--- config.mk ---
export PLATFORM = sky130hd
export DESIGN_NAME = osdq_serializer
export DESIGN_NICKNAME = d
export VERILOG_FILES = /design/src/rtl/osdq_pkg.sv /design/src/rtl/osdq_cfg_regs.sv /design/src/rtl/osdq_slot_timer.sv /design/src/rtl/osdq_shifter.sv /design/src/rtl/osdq_serializer.sv
export SDC_FILE = /design/constraint.sdc
export NUM_CORES = 1
export LEC_CHECK = 0
export ABC_AREA = 1
export BUFFER_PORTS_ARGS = -buffer_cell sky130_fd_sc_hd__buf_2
export CAP_MARGIN = 20
export CORE_MARGIN = 1.5
export CORE_UTILIZATION = 54
export DETAILED_ROUTE_END_ITERATION = 8
export PLACE_DENSITY = 0.81
export SYNTH_ARGS = -nofsm -noshare
export SYNTH_HDL_FRONTEND = slang
export SYNTH_SLANG_ARGS = --single-unit
export TNS_END_PERCENT = 30
--- constraint.sdc ---
create_clock -name clk -period 3.76 [get_ports clk]
set_clock_uncertainty 0.15 [all_clocks]
set_input_delay 0.376 -clock clk [delete_from_list [all_inputs] [get_ports clk]]
set_output_delay 0.376 -clock clk [all_outputs]
set_load 0.01 [all_outputs]
--- src/rtl/osdq_pkg.sv ---
`timescale 1ns/1ps
package osdq_pkg;

   // playout state of the slot timer
   typedef enum logic [1:0] {
      PB_IDLE = 2'd0,   // no sync accepted yet
      PB_RUN  = 2'd1,   // slots being played
      PB_HOLD = 2'd2    // last slot done or halted, level held
   } pb_state_t;

endpackage

--- src/rtl/osdq_cfg_regs.sv ---
`timescale 1ns/1ps
module osdq_cfg_regs #(
   parameter int SLOTS    = 32,
   parameter int PERIOD_W = 16,
   parameter int MIN_SLOT = 2
) (
   input  logic                         clk,
   input  logic                         rst_n,
   input  logic                         wr_pattern_en,
   input  logic [SLOTS-1:0]             wr_pattern,
   input  logic                         wr_period_en,
   input  logic [PERIOD_W-1:0]          wr_period,
   input  logic                         wr_invert_en,
   input  logic                         wr_invert,
   output logic [SLOTS-1:0]             staged_q,
   output logic                         invert_q,
   output logic [PERIOD_W-1:0]          cfg_q,
   output logic [$clog2(SLOTS)-1:0]     cfg_r,
   output logic                         range_err
);
   localparam int IDX_W = $clog2(SLOTS);
   localparam bit POW2  = ((SLOTS & (SLOTS - 1)) == 0);

   logic [PERIOD_W-1:0] period_q;

   always_ff @(posedge clk or negedge rst_n) begin
      if (!rst_n) begin
         staged_q <= '0;
         period_q <= '0;
         invert_q <= 1'b0;
      end else begin
         if (wr_pattern_en) staged_q <= wr_pattern;
         if (wr_period_en)  period_q <= wr_period;
         if (wr_invert_en)  invert_q <= wr_invert;
      end
   end

   // slot quotient and remainder: shift for power-of-two slot counts
   generate
      if (POW2) begin : g_pow2
         assign cfg_q = period_q >> IDX_W;
         assign cfg_r = period_q[IDX_W-1:0];
      end else begin : g_div
         assign cfg_q = period_q / PERIOD_W'(SLOTS);
         assign cfg_r = IDX_W'(period_q % PERIOD_W'(SLOTS));
      end
   endgenerate

   assign range_err = (cfg_q < PERIOD_W'(MIN_SLOT));


   staged_hold_chk: assert property (@(posedge clk) disable iff (!rst_n)
      !wr_pattern_en |=> $stable(staged_q));

endmodule

--- src/rtl/osdq_slot_timer.sv ---
`timescale 1ns/1ps
module osdq_slot_timer
   import osdq_pkg::*;
#(
   parameter int SLOTS    = 32,
   parameter int PERIOD_W = 16
) (
   input  logic                         clk,
   input  logic                         rst_n,
   input  logic                         load,
   input  logic                         halt,
   input  logic [PERIOD_W-1:0]          cfg_q,
   input  logic [$clog2(SLOTS)-1:0]     cfg_r,
   output logic                         step
);
   localparam int                 IDX_W = $clog2(SLOTS);
   localparam logic [IDX_W-1:0]   LAST  = IDX_W'(SLOTS - 1);

   pb_state_t           st_q;
   logic [PERIOD_W-1:0] act_q;
   logic [IDX_W-1:0]    act_r;
   logic [PERIOD_W-1:0] tick_q;
   logic [IDX_W-1:0]    slot_q;
   logic                slot_end;

   function automatic logic [PERIOD_W-1:0] slot_len(
      input logic [IDX_W-1:0]    idx,
      input logic [PERIOD_W-1:0] q,
      input logic [IDX_W-1:0]    r);
      return q + PERIOD_W'(idx < r);
   endfunction

   assign slot_end = (st_q == PB_RUN) && (tick_q == '0) && !halt && !load;
   assign step     = slot_end && (slot_q != LAST);

   always_ff @(posedge clk or negedge rst_n) begin
      if (!rst_n) begin
         st_q   <= PB_IDLE;
         act_q  <= '0;
         act_r  <= '0;
         tick_q <= '0;
         slot_q <= '0;
      end else if (load) begin
         st_q   <= PB_RUN;
         act_q  <= cfg_q;
         act_r  <= cfg_r;
         slot_q <= '0;
         tick_q <= slot_len('0, cfg_q, cfg_r) - 1'b1;
      end else if (halt) begin
         if (st_q == PB_RUN) st_q <= PB_HOLD;
      end else if (st_q == PB_RUN) begin
         if (tick_q != '0) begin
            tick_q <= tick_q - 1'b1;
         end else if (slot_q == LAST) begin
            st_q <= PB_HOLD;
         end else begin
            slot_q <= slot_q + 1'b1;
            tick_q <= slot_len(slot_q + 1'b1, act_q, act_r) - 1'b1;
         end
      end
   end


   last_slot_ends_chk: assert property (@(posedge clk) disable iff (!rst_n)
      (slot_end && slot_q == LAST) |=> (st_q == PB_HOLD));


   slot_order_chk: assert property (@(posedge clk) disable iff (!rst_n)
      (st_q == PB_RUN && !load) |=>
         (slot_q == $past(slot_q) || slot_q == $past(slot_q) + 1'b1));


   period_capture_chk: assert property (@(posedge clk) disable iff (!rst_n)
      !load |=> ($stable(act_q) && $stable(act_r)));

endmodule

--- src/rtl/osdq_shifter.sv ---
`timescale 1ns/1ps
module osdq_shifter #(
   parameter int SLOTS = 32
) (
   input  logic             clk,
   input  logic             rst_n,
   input  logic             load,
   input  logic             step,
   input  logic [SLOTS-1:0] staged,
   output logic             level
);
   logic [SLOTS-1:0] sh_q;

   always_ff @(posedge clk or negedge rst_n) begin
      if (!rst_n)    sh_q <= '0;
      else if (load) sh_q <= staged;
      else if (step) sh_q <= {sh_q[SLOTS-2:0], 1'b0};
   end

   assign level = sh_q[SLOTS-1];


   first_bit_chk: assert property (@(posedge clk) disable iff (!rst_n)
      load |=> (level == $past(staged[SLOTS-1])));


   level_hold_chk: assert property (@(posedge clk) disable iff (!rst_n)
      (!load && !step) |=> $stable(level));

endmodule

--- src/rtl/osdq_serializer.sv ---
`timescale 1ns/1ps
module osdq_serializer #(
   parameter int SLOTS    = 32,
   parameter int PERIOD_W = 16,
   parameter int MIN_SLOT = 2
) (
   input  logic                clk,
   input  logic                rst_n,
   input  logic                wr_pattern_en,
   input  logic [SLOTS-1:0]    wr_pattern,
   input  logic                wr_period_en,
   input  logic [PERIOD_W-1:0] wr_period,
   input  logic                wr_invert_en,
   input  logic                wr_invert,
   input  logic                sync_in,
   output logic                dout,
   output logic                range_err
);
   localparam int IDX_W = $clog2(SLOTS);

   generate
      if (SLOTS < 2) begin : g_bad_slots
         $error("SLOTS must be at least 2");
      end
      if (MIN_SLOT < 1) begin : g_bad_min
         $error("MIN_SLOT must be at least 1");
      end
      if (PERIOD_W <= IDX_W) begin : g_bad_pw
         $error("PERIOD_W must exceed log2(SLOTS)");
      end
   endgenerate

   logic [SLOTS-1:0]    staged;
   logic                invert_q;
   logic [PERIOD_W-1:0] cfg_q;
   logic [IDX_W-1:0]    cfg_r;
   logic                load;
   logic                step;
   logic                level;

   osdq_cfg_regs #(.SLOTS(SLOTS), .PERIOD_W(PERIOD_W), .MIN_SLOT(MIN_SLOT)) cfg_i (
      .clk           (clk),
      .rst_n         (rst_n),
      .wr_pattern_en (wr_pattern_en),
      .wr_pattern    (wr_pattern),
      .wr_period_en  (wr_period_en),
      .wr_period     (wr_period),
      .wr_invert_en  (wr_invert_en),
      .wr_invert     (wr_invert),
      .staged_q      (staged),
      .invert_q      (invert_q),
      .cfg_q         (cfg_q),
      .cfg_r         (cfg_r),
      .range_err     (range_err)
   );

   assign load = sync_in && !range_err;

   osdq_slot_timer #(.SLOTS(SLOTS), .PERIOD_W(PERIOD_W)) tmr_i (
      .clk   (clk),
      .rst_n (rst_n),
      .load  (load),
      .halt  (range_err),
      .cfg_q (cfg_q),
      .cfg_r (cfg_r),
      .step  (step)
   );

   osdq_shifter #(.SLOTS(SLOTS)) sh_i (
      .clk    (clk),
      .rst_n  (rst_n),
      .load   (load),
      .step   (step),
      .staged (staged),
      .level  (level)
   );

   assign dout = level ^ invert_q;


   range_freeze_chk: assert property (@(posedge clk) disable iff (!rst_n)
      range_err |=> $stable(level));


   invert_flip_chk: assert property (@(posedge clk) disable iff (!rst_n)
      (!load && !step && wr_invert_en && (wr_invert != invert_q)) |=> (dout != $past(dout)));

endmodule

Word level (Yosys, flattened, before mapping). Index checks and enable logic that the tools add are counted.

Add/sub/neg operators: 6. Order comparisons: 3. Equal/unequal tests: 8. Muxes and demuxes: 18. Bitwise operators: 1. Reductions and logical operators: 15.

Operator list (count): 16-bit two-way mux (5); 32-bit two-way mux (2); 16-bit by 1-bit subtractor with 16-bit output (second input constant) (3); 5-bit two-way mux (5); 11-bit by 1-bit adder with 12-bit output (2); 16-bit zero test (1); 16-bit nonzero test (1); 2-bit two-way mux (6); 11-bit by 2-bit less-than comparator with 1-bit output (second input constant) (1); 2-bit by 1-bit != test with 1-bit output (second input constant) (3); 3-bit by 1-bit != test with 1-bit output (second input constant) (2); 3-bit AND reduction (2); 5-bit by 1-bit adder with 5-bit output (second input constant) (1); 5-bit == test (second input constant) (1); 1-bit logical AND (5); 1-bit by 5-bit less-than comparator with 1-bit output (first input constant) (1); 5-bit less-than comparator (1); 5-bit != test (second input constant) (1); 4-bit AND reduction (1); 2-bit nonzero test (2); 3-bit nonzero test (1); 2-bit by 1-bit == test with 1-bit output (second input constant) (1); 1-bit zero test (2); 1-bit XOR (1).

Bits in registers: 120. Input port bits: 55.

Logic depth before layout (Yosys ltp). Gate-level depths: netlist of the first run.

Depth after elaboration: 9. Depth in mapped cells: 25.

Hierarchy. A second synthesis of the first run with hierarchy kept.

Cell total of the unflattened synthesis: 956. Area total of the unflattened synthesis: 7085.5 um^2.

By module, submodules not included: osdq_slot_timer (times used 1, cells each 556, area each 3443.3 um^2); osdq_cfg_regs (times used 1, cells each 219, area each 2137.0 um^2); osdq_shifter (times used 1, cells each 174, area each 1478.9 um^2); osdq_serializer (times used 1, cells each 7, area each 26.3 um^2).

Worst setup path before layout of the first run. Ideal clock, no wire load.

Path kind: reg2reg. Start point: reg tmr_i.slot_q[0]. End point: reg tmr_i.tick_q[13]. Arrival: 3.273 ns. Data required time: 3.493 ns. Slack: 0.220 ns. Stages on the path, launching flop included: 24. Buffers on the path: 0. Cells stage by stage: dfrtp_1 > ha_1 > nand2_1 > nor2_1 > ha_1 > ha_1 > nand2_1 > nor2_1 > a2111oi_0 > ha_1 > ha_1 > nand3_1 > nor2_1 > nand2_1 > nand4_1 > nand2_2 > nand2_4 > nand2_4 > nor2_4 > inv_2 > nor2_4 > nand3_1 > nand2_1 > nand2_1.

Longest elaborated chain between the ends: 9.

Ends and longest elaborated chain: from (decl) (RTL line osdq_slot_timer.sv:23) `logic [IDX_W-1:0] slot_q;`; from (signal assigned) (RTL line osdq_slot_timer.sv:57) `slot_q <= slot_q + 1'b1;`; 5-bit by 1-bit adder with 5-bit output (RTL line osdq_slot_timer.sv:58) `tick_q <= slot_len(slot_q + 1'b1, act_q, act_r) - 1'b1;`; 5-bit less-than comparator (RTL line osdq_slot_timer.sv:30) `return q + PERIOD_W'(idx < r);`; 11-bit by 1-bit adder with 12-bit output (RTL line osdq_slot_timer.sv:30); 16-bit by 1-bit subtractor with 16-bit output (RTL line osdq_slot_timer.sv:58); 16-bit two-way mux (RTL line osdq_slot_timer.sv:54) `end else if (slot_q == LAST) begin`; 16-bit two-way mux (RTL line osdq_slot_timer.sv:52) `if (tick_q != '0) begin`; 16-bit two-way mux (RTL line osdq_slot_timer.sv:51) `end else if (st_q == PB_RUN) begin`; 16-bit two-way mux (RTL line osdq_slot_timer.sv:49) `end else if (halt) begin`; 16-bit two-way mux (RTL line osdq_slot_timer.sv:43) `end else if (load) begin`; to (signal assigned) (RTL line osdq_slot_timer.sv:48) `tick_q <= slot_len('0, cfg_q, cfg_r) - 1'b1;`; to (signal assigned) (RTL line osdq_slot_timer.sv:53) `tick_q <= tick_q - 1'b1;`; to (signal assigned) (RTL line osdq_slot_timer.sv:58); to (decl) (RTL line osdq_slot_timer.sv:22) `logic [PERIOD_W-1:0] tick_q;`.

Several ways; a longest one is shown, not always the timed one. The select of a mux whose other input is x is not followed. A chain may end at the register's enable or synchronous reset.

Worst setup path in the final report of the first run.
Start point: reg tmr_i.slot_q[1]. End point: reg tmr_i.tick_q[14].

The elaborated chain is that of the path after synthesis.

==> metrics.md, run 1 <==
| Metric | Value |
|---|---|
| Status | finished, final reports clean |
| Worst r2r path cells | 25 |
| Setup WS post-layout | 49.6 ps |
| Crit end category | register |
| CTS Root Cell | clkbuf_16 |
| Worst min path class | in2reg |
| Leakage | 3.63 nW |
| Die Ht | 111 um |
| Clock tree buffer depth | 2 |
| R2r endpoint | tmr_i.tick_q[14] |
| Ys flop type | dfrtp_1 |
| # port buffers | 56 |
| Post-Syn Nets | 840 |
| Final Wtd Congestion | 0.944 |
| Syn_area_per_cell | 8.16 um^2 |
| Drt wl/cell | 14.3 um |
| Gr usage total | 23.6% |
| CTS tree | yes |
| Layout cells sized above 1 | 25.2% |
| Yosys reg bits | 120 |
| Hold EP | cfg_i.period_q[3] |
| Total I/O pin count | 57 |
| Combinational Power Share | 19.6% |
| Worst endpoint data arrival time | 3860 ps |
| Fin crit share | 98.7% |
| Max-slew headroom | 47.0% |
| Switch share | 29.8% |
| Vias post-DR | 5384 |
| Max Slew Vio Count | 0 |
| Peak Freq | 0.270 GHz |
| Unrepaired setup endpoints after global routing | yes |
| Clk slew on worst S/H paths | 50 ps |
| Hold path start | wr_period[3] |
| 1st-pass router iterations | 5 |
| First-pass GRT wire length | 23600 um |
| Critical path required time | 3910 ps |
| Worst slack, placed | -73.6 ps |
| Sequential power share | 40.8% |
| H-tree levels | 4 |
| Initial Util | 55.3% |
| Num CTS Buffers | 17 |
| Worst skew pair latency | 410 ps |
| Net Sw Power | 1.19 mW |
| Setup TNS | 0 ps |
| Max cap viols | 0 |
| Post-synthesis sequential area ratio | 47.5% |
| DRT Wirelength | 14300 um |
| Worst-path fanout max | 3 |
| CP max stage delay | 380 ps |
| Final cell count without fillers | 1001 |
| Die Width | 111 um |
| Largest net degree at the start of global routing | 63 |
| Fraction of registers with async set/reset | 100% |
| Worst-margin pin slew | 796 ps |
| Critical setup path kind | reg2reg |
| Row cnt | 39 |
| Syn Inst Count | 774 |
| Hold depth | 3 |
| Finish-stage setup viols | 0 |
| Number of distinct library cells after synthesis | 31 |
| Die ar. | 12400 um^2 |
| Vias per cell | 5.38 |
| Number of synthesized flops with an enable pin | 0 |
| Syn-to-layout area delta | 20.8% |
| Final Hold Viols | 0 |
| Remaining DRCs | 0 |
| Post-route ant nets | 0 |
| Num Clock Sinks | 120 |
| Startpoint Class | register |
| Initial DRC count | 335 |
| Detailed Place HPWL | 9280 um |
| Remaining Overflow, GRT | 0 |
| PwrDens | 521 nW/um^2 |
| Layout Nets | 911 |
| VDD IR max | 0.490 mV |
| Top cell by count, worst path | nand2_1 |
| Vias in the first global route | 5041 |
| Ant. Diodes | 0 |
| Total power draw | 3.97 mW |
| Cell internal pwr | 2.79 mW |
| Clock network power share | 39.7% |
| RR Startpoint | tmr_i.slot_q[1] |
| Slowest-stage cell, CP | dfrtp_1 |
| Antenna violations before repair | 0 |
| Synthesized area | 6320 um^2 |
| Fin crit period | 3710 ps |
| Core Box Area | 11400 um^2 |
| Inst Count DP | 960 |
| Fillers | 925 |
| Synth Warn # | 0 |
| Worst reg2reg setup slack | 50 ps |
[per-stage QoR]
step | area, um^2 | utilization [%] | hold WS, ps
floorplan | 6320 | - | -69.6
global placement | 6790 | 59.5 | 317
detailed placement | 6790 | 59.5 | 329
CTS | 7410 | 64.9 | 11.7
global route | 7630 | 66.8 | 25.5
finish | 7630 | 66.8 | 20.9
[state kept, by name (all words and copies together) (netlist names)]
| name | cells |
|---|---|
| sh_i.sh_q | 32 |
| tmr_i.st_q | 2 |
| tmr_i.act_r | 5 |
| cfg_i.staged_q | 32 |
| cfg_i.invert_q | 1 |
| tmr_i.tick_q | 16 |
| tmr_i.act_q | 11 |
| tmr_i.slot_q | 5 |
| cfg_i.period_q | 16 |
[how the worst max path moves through the flow]
stage / slack [ps] / cells past startpoint / start / end
2_1_floorplan: 220 / 23 / tmr_i.slot_q[0] / tmr_i.tick_q[13]
3_3_place_gp: -0.4 / 24 / tmr_i.slot_q[0] / tmr_i.tick_q[14]
3_5_place_dp: -70 / 24 / tmr_i.slot_q[0] / tmr_i.tick_q[12]
4_1_cts: 2 / 26 / tmr_i.slot_q[0] / tmr_i.tick_q[13]
5_1_grt: -120 / 26 / tmr_i.slot_q[1] / tmr_i.tick_q[7]
6_report: 50 / 25 / tmr_i.slot_q[1] / tmr_i.tick_q[14]
[kinds of logic (layout without fill, tap and decap cells)]
logic type	count (synthesis)	after routing	synth area share, %
XOR/XNOR	7	7	0.971
adder cells (fa/ha/maj)	11	11	2.18
buffers and inverters	106	190	6.87
AO/OA/AOI/OAI	97	97	8.64
AND/OR/NAND/NOR	403	403	28.4
flip-flops	120	120	47.5
multiplexers	30	30	5.35
[power by group through the flow]
stage	Combinational (mW)	Sequential (mW)	Clock, mW
2_1_floorplan	0.499	1.59	0
3_3_place_gp	0.674	1.62	0
4_1_cts	0.713	1.61	1.60
3_5_place_dp	0.695	1.63	0
5_1_grt	0.875	1.64	1.65
6_report	0.778	1.62	1.58
[worst max-delay path: cells and delay by family (launching register included)]
kind,cells,cell delay [ps]
AO/OA/AOI/OAI,1,370
adder cells (fa/ha/maj),4,1020
AND/OR/NAND/NOR,17,1400
buffers and inverters,3,280
flip-flops,1,380
[cells in the final DEF, fill, tap and decap left out, types with 14 or more instances in the layout]
cell / instances
o21ai_0: 53
dfrtp_1: 120
nand3_1: 32
mux2_2: 30
buf_4: 19
nor2_1: 75
clkbuf_16: 17
a31oi_1: 30
inv_1: 67
buf_2: 55
nand2_2: 15
nor2_4: 15
nand2_1: 222
nand4_1: 14
[metal layers]
metal	GRT usage (%)	up-vias	routed length, um	part of all wire (%)
met2	39.0	149	7070	49
met3	5.30	27	810	5.7
met4	8.95	0	337	2.4
met5	0	-	0	0
li1	-	2636	-	-
met1	30.6	2572	6110	43
[synth_stat cells (2+ instances only)]
library cell / instances / area, um^2
nor3_1: 3 / 15.0
o21ai_0: 54 / 270
nand3_1: 37 / 185
xor2_1: 6 / 52.6
inv_1: 69 / 259
a21oi_1: 4 / 20.0
o21ai_2: 4 / 35.0
mux2_2: 30 / 338
nand3_2: 5 / 50.1
nand2_4: 2 / 22.5
inv_2: 7 / 26.3
clkbuf_1: 14 / 52.6
buf_6: 2 / 22.5
a31oi_1: 30 / 188
dfrtp_1: 120 / 3000
buf_2: 11 / 55.1
nand2_2: 16 / 100
o21ai_1: 2 / 10.0
buf_4: 2 / 15.0
nand4_1: 14 / 87.6
nand3b_1: 2 / 15.0
nor2_1: 78 / 293
nor2_4: 11 / 124
ha_1: 11 / 138
nand2_1: 226 / 848
nor2_2: 9 / 56.3
[layout make-up]
| cell class | instances | area (um^2) | area share [%] |
|---|---|---|---|
| Inverter | 76 | 285 | 3.74 |
| Multi-Input combinational cell | 548 | 3070 | 40.2 |
| Sequential cell | 120 | 3000 | 39.3 |
| Clock buffer | 22 | 454 | 5.95 |
| Clock inverter | 10 | 121 | 1.59 |
| Tap cell | 143 | 179 | 2.34 |
| Timing Repair Buffer | 82 | 524 | 6.87 |
[repair_timing]
action                                 CTS  global route
buffers inserted                         0            10
hold buffers                             1             0
pin swaps                                3            37
setup endpoints to repair               11            14
endpoints found under the hold margin   61             0
resized for setup                        7            37
Note: power is estimated with default switching activity, not from simulation.
==> run 2, diff against run 1 <==
--- a/config.mk
+++ b/config.mk
@@ -5,13 +5,12 @@
 export SDC_FILE = /design/constraint.sdc
 export NUM_CORES = 1
 export LEC_CHECK = 0
-export ABC_AREA = 1
 export BUFFER_PORTS_ARGS = -buffer_cell sky130_fd_sc_hd__buf_2
 export CAP_MARGIN = 20
 export CORE_MARGIN = 1.5
-export CORE_UTILIZATION = 54
+export CORE_UTILIZATION = 50
 export DETAILED_ROUTE_END_ITERATION = 8
-export PLACE_DENSITY = 0.81
+export PLACE_DENSITY = 0.77
 export SYNTH_ARGS = -nofsm -noshare
 export SYNTH_HDL_FRONTEND = slang
 export SYNTH_SLANG_ARGS = --single-unit
==> run 2 against run 1 <==
Effect of this change:
- the flow now finishes with violations (DRC, setup timing)
- critical path depth shrank 8
- maximum frequency is 6.2% lower
- combinational power fell by 22%
- sequential power shrank 2%
- cell area shrank 4.6%
- worst hold slack gained 12 ps
- sequential cell count stayed put
- setup slack lost 250 ps
- clock-buffer cell count fell by 1
- non-clock buffer count rose by 4
==> metrics.md, run 2 <==
| Metric | Value |
|---|---|
| Num Clock Sinks | 120 (unchanged) |
| Critical setup path kind | reg2reg (unchanged) |
| Most frequent cell after synthesis | nand2_1 (unchanged) |
| Worst setup path end | tmr_i.tick_q[10] (was tmr_i.tick_q[14]) |
| Synth Warn # | 0 (unchanged) |
| Ys flop type | dfrtp_1 (unchanged) |
| Post-route ant nets | 0 (unchanged) |
| Vias in the first global route | 4718 (was 5041) |
| Number of distinct library cells after synthesis | 51 (was 31) |
| Row cnt | 39 (unchanged) |
| Ant. Diodes | 0 (unchanged) |
| Clock tree buffer depth | 2 (unchanged) |
| Remaining DRCs | 2 (was 0) |
| Most area-consuming cells after synthesis | dfrtp_1 (50%), mux2_2 (9.5%), nand2_1 (7.8%), a31oi_1 (4.1%), nor2_1 (3.7%) (was dfrtp_1 (48%), nand2_1 (13%), mux2_2 (5.3%), nor2_1 (4.6%), o21ai_0 (4.3%)) |
| Top cell by count, worst path | o21ai_2 (was nand2_1) |
| Critical path depth | 17 (was 25) |
| Syn Inst Count | 612 (was 774) |
| R2r endpoint | tmr_i.tick_q[10] (was tmr_i.tick_q[14]) |
| Largest net degree at the start of global routing | 67 (was 63) |
| Die ar. | 12600 um^2 (was 12400 um^2) |
| Worst slack, placed | -252 ps (was -73.6 ps) |
| Final Wtd Congestion | 0.915 (was 0.944) |
| Layout cells sized above 1 | 28.8% (was 25.2%) |
| CTS tree | yes (unchanged) |
| Slowest-stage cell, CP | or4_4 (was dfrtp_1) |
| First-pass GRT wire length | 22100 um (was 23600 um) |
| Antenna violations before repair | 0 (unchanged) |
| Syn_area_per_cell | 9.73 um^2 (was 8.16 um^2) |
| Status | finished, violations left (was finished, final reports clean) |
| Peak Freq | 0.253 GHz (was 0.270 GHz) |
| CP bufs+invs | 2 (was 3) |
| Startpoint Class | register (unchanged) |
| Worst endpoint data arrival time | 4140 ps (was 3860 ps) |
| Worst-path fanout max | 5 (was 3) |
| Setup WS post-layout | -196 ps (was 49.6 ps) |
| VDD IR max | 0.385 mV (was 0.490 mV) |
| Vias post-DR | 4814 (was 5384) |
| Drt wl/cell | 15.8 um (was 14.3 um) |
| Unrepaired setup endpoints after global routing | yes (unchanged) |
| Inst Count DP | 796 (was 960) |
| Clk slew on worst S/H paths | 60 ps (was 50 ps) |
| Core Box Area | 11500 um^2 (was 11400 um^2) |
| # port buffers | 56 (unchanged) |
| Post-synthesis sequential area ratio | 50.5% (was 47.5%) |
| Critical path required time | 3950 ps (was 3910 ps) |
| Final cell count without fillers | 834 (was 1001) |
| CP max stage delay | 570 ps (was 380 ps) |
| Layout Nets | 744 (was 911) |
| Die Ht | 112 um (was 111 um) |
| Yosys top cell by area | dfrtp_1 (unchanged) |
| WHS | 33.0 ps (was 20.9 ps) |
| Worst skew pair latency | 420 ps (was 410 ps) |
| Syn-to-layout area delta | 22.3% (was 20.8%) |
| Vias per cell | 5.77 (was 5.38) |
| RR Startpoint | tmr_i.slot_q[1] (unchanged) |
| 1st-pass router iterations | 9 (was 5) |
| DRT Wirelength | 13100 um (was 14300 um) |
| Worst-margin pin slew | 748 ps (was 796 ps) |
| Failing checks | DRC, setup timing |
| Remaining Overflow, GRT | 0 (unchanged) |
| Hold path start | wr_pattern[14] (was wr_period[3]) |
| Yosys reg bits | 120 (unchanged) |
| Final Hold Viols | 0 (unchanged) |
| Initial DRC count | 340 (was 335) |
| PwrDens | 526 nW/um^2 (was 521 nW/um^2) |
| Detailed Place HPWL | 8660 um (was 9280 um) |
| Max Slew Vio Count | 0 (unchanged) |
| Top-area cell type share of the netlist area | 50.5% (was 47.5%) |
| Leakage | 3.19 nW (was 3.63 nW) |
| Most frequent cells in the layout | nand2_1 (124), dfrtp_1 (120), nor2_1 (58), buf_2 (55), mux2_2 (50) (was nand2_1 (222), dfrtp_1 (120), nor2_1 (75), inv_1 (67), buf_2 (55)) |
| Fin crit share | 105% (was 98.7%) |
| Num CTS Buffers | 17 (unchanged) |
| Critical path, cell by cell | ha_4, xor2_1, ha_1, nor2b_4, o21ai_2, nand2b_1, a21oi_2, ha_2, buf_6, nand3_4, o21ai_2, a211oi_1, o31a_1, buf_4, or4_4, or3_1, a31oi_1 |
| Crit end category | register (unchanged) |
| Critical path origin | tmr_i.slot_q[1] (unchanged) |
| Gr usage total | 22.1% (was 23.6%) |
| CTS Root Cell | clkbuf_16 (unchanged) |
| Number of synthesized flops with an enable pin | 0 (unchanged) |
| Die Width | 112 um (was 111 um) |
| Commonest non-fill, non-tap cell in the layout | nand2_1 (unchanged) |
| Initial Util | 51.7% (was 55.3%) |
| Max-slew headroom | 49.8% (was 47.0%) |
| Critical path's top delay family | simple AND/OR/NAND/NOR gates (unchanged) |
| Hold depth | 2 (was 3) |
| H-tree levels | 4 (unchanged) |
| Worst r2r path cells | 17 (was 25) |
| Largest regs | cfg_i.staged_q (32), sh_i.sh_q (32) (unchanged) |
| Max cap viols | 0 (unchanged) |
| Synthesized area | 5950 um^2 (was 6320 um^2) |
| Worst reg2reg setup slack | -200 ps (was 50 ps) |
| Top cells by count, synth | nand2_1 (124), dfrtp_1 (120), nor2_1 (58), mux2_2 (50), a31oi_1 (39) (was nand2_1 (226), dfrtp_1 (120), nor2_1 (78), inv_1 (69), o21ai_0 (54)) |
| Fin crit period | 3960 ps (was 3710 ps) |
| Total I/O pin count | 57 (unchanged) |
| Finish-stage setup viols | 9 (was 0) |
| Worst min path class | in2reg (unchanged) |
| Post-Syn Nets | 678 (was 840) |
| Fraction of registers with async set/reset | 100% (unchanged) |
==> run 2: kinds of logic (layout without fill, tap and decap cells) <==
family | count (synthesis) | after routing | share of synthesized area, %
buf+inv | 47 | 126 | 3.26
fa+ha+maj | 11 | 11 | 2.31
xor+xnor | 23 | 23 | 3.38
mux | 50 | 50 | 9.46
simple gates | 249 | 249 | 18.6
compound gates | 112 | 112 | 12.5
flops | 120 | 120 | 50.5
==> run 2: repair_timing <==
| item | in CTS | in global routing |
|---|---|---|
| endpoints found under the hold margin | 54 | 0 |
| setup endpoints to repair | 8 | 12 |
| hold buffers | 1 | 0 |
| resized for setup | 12 | 12 |
| buffers inserted | 3 | 2 |
| pin swaps | 11 | 12 |
==> run 2: area by class of cell <==
| class | count | area, um^2 |
|---|---|---|
| multi-input combinational | 445 | 2940 |
| sequential | 120 | 3000 |
| fill | 923 | 4240 |
| tap | 143 | 179 |
| inverter | 8 | 30.0 |
| timing repair buffer | 86 | 543 |
| clock buffer | 21 | 440 |
| clock inverter | 11 | 148 |
==> run 2: report_power, final <==
group / internal [mW] / switching [mW]
clock: 1.04 / 0.598
combinational: 0.289 / 0.317
sequential: 1.45 / 0.132
total: 2.78 / 1.05
==> run 2: worst min-delay path by stage <==
stage	endpoint
floorplan	cfg_i.invert_q
CTS	cfg_i.staged_q[14]
detailed placement	tmr_i.slot_q[4]
global placement	tmr_i.slot_q[4]
finish	cfg_i.staged_q[14]
global route	cfg_i.staged_q[31]
==> run 2: per-stage QoR <==
step	utilization [%]	cell area, um^2	setup TNS (ps)	total power, mW
after detailed placement	56.6	6520	-1090	2.14
after CTS	62.5	7190	-315	3.83
after global routing	63.2	7280	-2280	3.99
final	63.2	7280	-808	3.83
after global placement	56.6	6520	-212	2.11
after floorplan	-	6000	-110	1.94
==> run 2: per-layer routing <==
layer / global-route usage (%) / part of all wire, % / up-vias
met5: 0 / 0 / -
met2: 36.1 / 48 / 133
met1: 27.6 / 44 / 2357
met3: 6.37 / 4.8 / 33
li1: - / - / 2291
met4: 9.70 / 2.9 / 0
==> run 3, diff against run 2 <==
--- a/config.mk
+++ b/config.mk
@@ -11,6 +11,7 @@
 export CORE_UTILIZATION = 50
 export DETAILED_ROUTE_END_ITERATION = 8
 export PLACE_DENSITY = 0.77
+export RECOVER_POWER = 25
 export SYNTH_ARGS = -nofsm -noshare
 export SYNTH_HDL_FRONTEND = slang
 export SYNTH_SLANG_ARGS = --single-unit
==> run 3 against run 2 <==
Effect of this change:
- the run ends with DRC, capacitance limit, slew limit, setup timing left
- critical endpoint unchanged
- cell area about the same
- clock power about the same
- wire length about the same
==> metrics.md, run 3 (synthesis gave the netlist of run 2 again) <==
| Metric | Value |
|---|---|
| Status | finished, violations left (unchanged) |
| Failing checks | DRC, capacitance limit, slew limit, setup timing (was DRC, setup timing) |
| DRT Wirelength | 13200 um (was 13100 um) |
| Finish-stage setup viols | 9 (unchanged) |
| Worst slack, placed | -252 ps (unchanged) |
| Worst min path class | in2reg (unchanged) |
| GR Util met2 | 36.1% (unchanged) |
| Setup TNS | -813 ps (was -808 ps) |
| Post-route ant nets | 0 (unchanged) |
| Worst skew pair latency | 420 ps (about the same) |
| Die Width | 112 um (unchanged) |
| Remaining Overflow, GRT | 0 (unchanged) |
| Largest regs | cfg_i.staged_q (32), sh_i.sh_q (32) (unchanged) |
| Critical path required time | 3950 ps (about the same) |
| Vias in the first global route | 4718 (unchanged) |
| CTS tree | yes (unchanged) |
| Core Box Area | 11500 um^2 (unchanged) |
| Largest net degree at the start of global routing | 67 (unchanged) |
| Hold EP | cfg_i.staged_q[14] (unchanged) |
| Gr usage total | 22.1% (unchanged) |
| Hold depth | 2 (unchanged) |
| Clk slew on worst S/H paths | 60 ps (about the same) |
| M1 GR Usage | 27.6% (unchanged) |
| Initial DRC count | 345 (was 340) |
| Vias per cell | 5.77 (about the same) |
| CP max stage delay | 570 ps (about the same) |
| CP bufs+invs | 2 (unchanged) |
| Max-slew headroom | -10.5% (was 49.8%) |
| Critical setup path kind | reg2reg (unchanged) |
| Hold path start | wr_pattern[14] (unchanged) |
| Die ar. | 12600 um^2 (unchanged) |
| Setup WS post-layout | -196 ps (about the same) |
| Clock tree buffer depth | 2 (unchanged) |
| Num Clock Sinks | 120 (unchanged) |
| Row cnt | 39 (unchanged) |
| Startpoint Class | register (unchanged) |
| Total I/O pin count | 57 (unchanged) |
| # port buffers | 56 (unchanged) |
| Vias post-DR | 4809 (was 4814) |
| Worst r2r path cells | 17 (unchanged) |
| Unrepaired setup endpoints after global routing | yes (unchanged) |
| WHS | 33.1 ps (was 33.0 ps) |
| Final cell count without fillers | 834 (unchanged) |
| Top cell by count, worst path | o21ai_2 (unchanged) |
| RR Startpoint | tmr_i.slot_q[1] (unchanged) |
| H-tree levels | 4 (unchanged) |
| 1st-pass router iterations | 9 (unchanged) |
| Drt wl/cell | 15.8 um (about the same) |
| Total power draw | 3.83 mW (about the same) |
| CTS Root Cell | clkbuf_16 (unchanged) |
| Peak Freq | 0.253 GHz (about the same) |
| First-pass GRT wire length | 22100 um (unchanged) |
| Fin crit share | 105% (about the same) |
| Num CTS Buffers | 17 (unchanged) |
| Worst-margin pin slew | 1660 ps (was 748 ps) |
| Initial Util | 51.7% (unchanged) |
| PwrDens | 526 nW/um^2 (about the same) |
| Final Hold Viols | 0 (unchanged) |
| R2r endpoint | tmr_i.tick_q[10] (unchanged) |
| Leakage | 3.18 nW (was 3.19 nW) |
| Syn-to-layout area delta | 22.3% (about the same) |
| Ant. Diodes | 0 (unchanged) |
| Most frequent cells in the layout | nand2_1 (124), dfrtp_1 (120), nor2_1 (58), buf_2 (54), mux2_2 (50) (was nand2_1 (124), dfrtp_1 (120), nor2_1 (58), buf_2 (55), mux2_2 (50)) |
| Critical path's top delay family | simple AND/OR/NAND/NOR gates (unchanged) |
| Layout Nets | 744 (unchanged) |
| Die Ht | 112 um (unchanged) |
| Fin crit period | 3960 ps (about the same) |
| M3 GR Usage | 6.37% (unchanged) |
| VDD IR max | 0.385 mV (about the same) |
| Max Slew Vio Count | 33 (was 0) |
| Worst reg2reg setup slack | -200 ps (about the same) |
| Remaining DRCs | 2 (unchanged) |
| Worst endpoint data arrival time | 4150 ps (was 4140 ps) |
| Slowest-stage cell, CP | or4_4 (unchanged) |
| Critical path depth | 17 (unchanged) |
| Critical path, cell by cell | ha_4, xor2_1, ha_1, nor2b_4, o21ai_2, nand2b_1, a21oi_2, ha_2, buf_6, nand3_4, o21ai_2, a211oi_1, o31a_1, buf_4, or4_4, or3_1, a31oi_1 (unchanged) |
| Inst Count DP | 796 (unchanged) |
| Antenna violations before repair | 0 (unchanged) |
| Layout cells sized above 1 | 28.7% (was 28.8%) |
| Max cap viols | 1 (was 0) |
| Crit end category | register (unchanged) |
| Final Wtd Congestion | 0.915 (unchanged) |
| Commonest non-fill, non-tap cell in the layout | nand2_1 (unchanged) |
| Worst-path fanout max | 5 (unchanged) |
| GR peak layer | met2 (unchanged) |
| Detailed Place HPWL | 8660 um (unchanged) |
-- run 3: power by group --
group	leakage (nW)	internal, mW	switching (mW)
clock network	0.286	1.04	0.598
logic	1.48	0.289	0.317
registers	1.41	1.45	0.132
-- run 3: worst register-to-register path, delay by kind of cell, from the launching register on --
| family | cells | cell delay, ps |
|---|---|---|
| simple gates | 5 | 1190 |
| fa+ha+maj | 3 | 730 |
| flops | 1 | 420 |
| buf+inv | 2 | 270 |
| xor+xnor | 1 | 140 |
| compound gates | 6 | 970 |
-- run 3: worst max path at each step --
stage,from,endpoint
after floorplan,tmr_i.slot_q[0],tmr_i.tick_q[11]
after global placement,tmr_i.slot_q[1],tmr_i.tick_q[11]
after detailed placement,tmr_i.slot_q[1],tmr_i.tick_q[11]
after CTS,tmr_i.slot_q[0],tmr_i.tick_q[10]
after global routing,tmr_i.slot_q[1],tmr_i.tick_q[10]
final,tmr_i.slot_q[1],tmr_i.tick_q[10]
-- run 3: per-stage QoR --
stage,util [%],instance area [um^2]
floorplan,-,6000
global placement,56.6,6520
detailed placement,56.6,6520
CTS,62.5,7190
global route,63.2,7280
finish,63.2,7280
-- run 3: final cells by class --
cell class / instances / area [um^2]
multi-input combinational: 445 / 2940
clock buffer: 21 / 440
timing repair buffer: 86 / 539
tap: 143 / 179
fill: 925 / 4240
inverter: 8 / 30.0
clock inverter: 11 / 148
sequential: 120 / 3000
-- run 3: what timing repair did --
action	4_1_cts	5_1_grt
gates resized for setup	12	12
setup endpoints to repair	8	12
pin swaps	11	12
setup buffers	3	2
hold buffers	1	0
hold endpoints to repair	54	0
-- run 3: layer usage --
layer  routed length (um)  part of all wire (%)  vias up
met3                  635                   4.8       33
met2                 6380                    48      133
met5                    0                     0        -
met1                 5760                    44     2352
met4                  387                   2.9        0
li1                     -                     -     2291
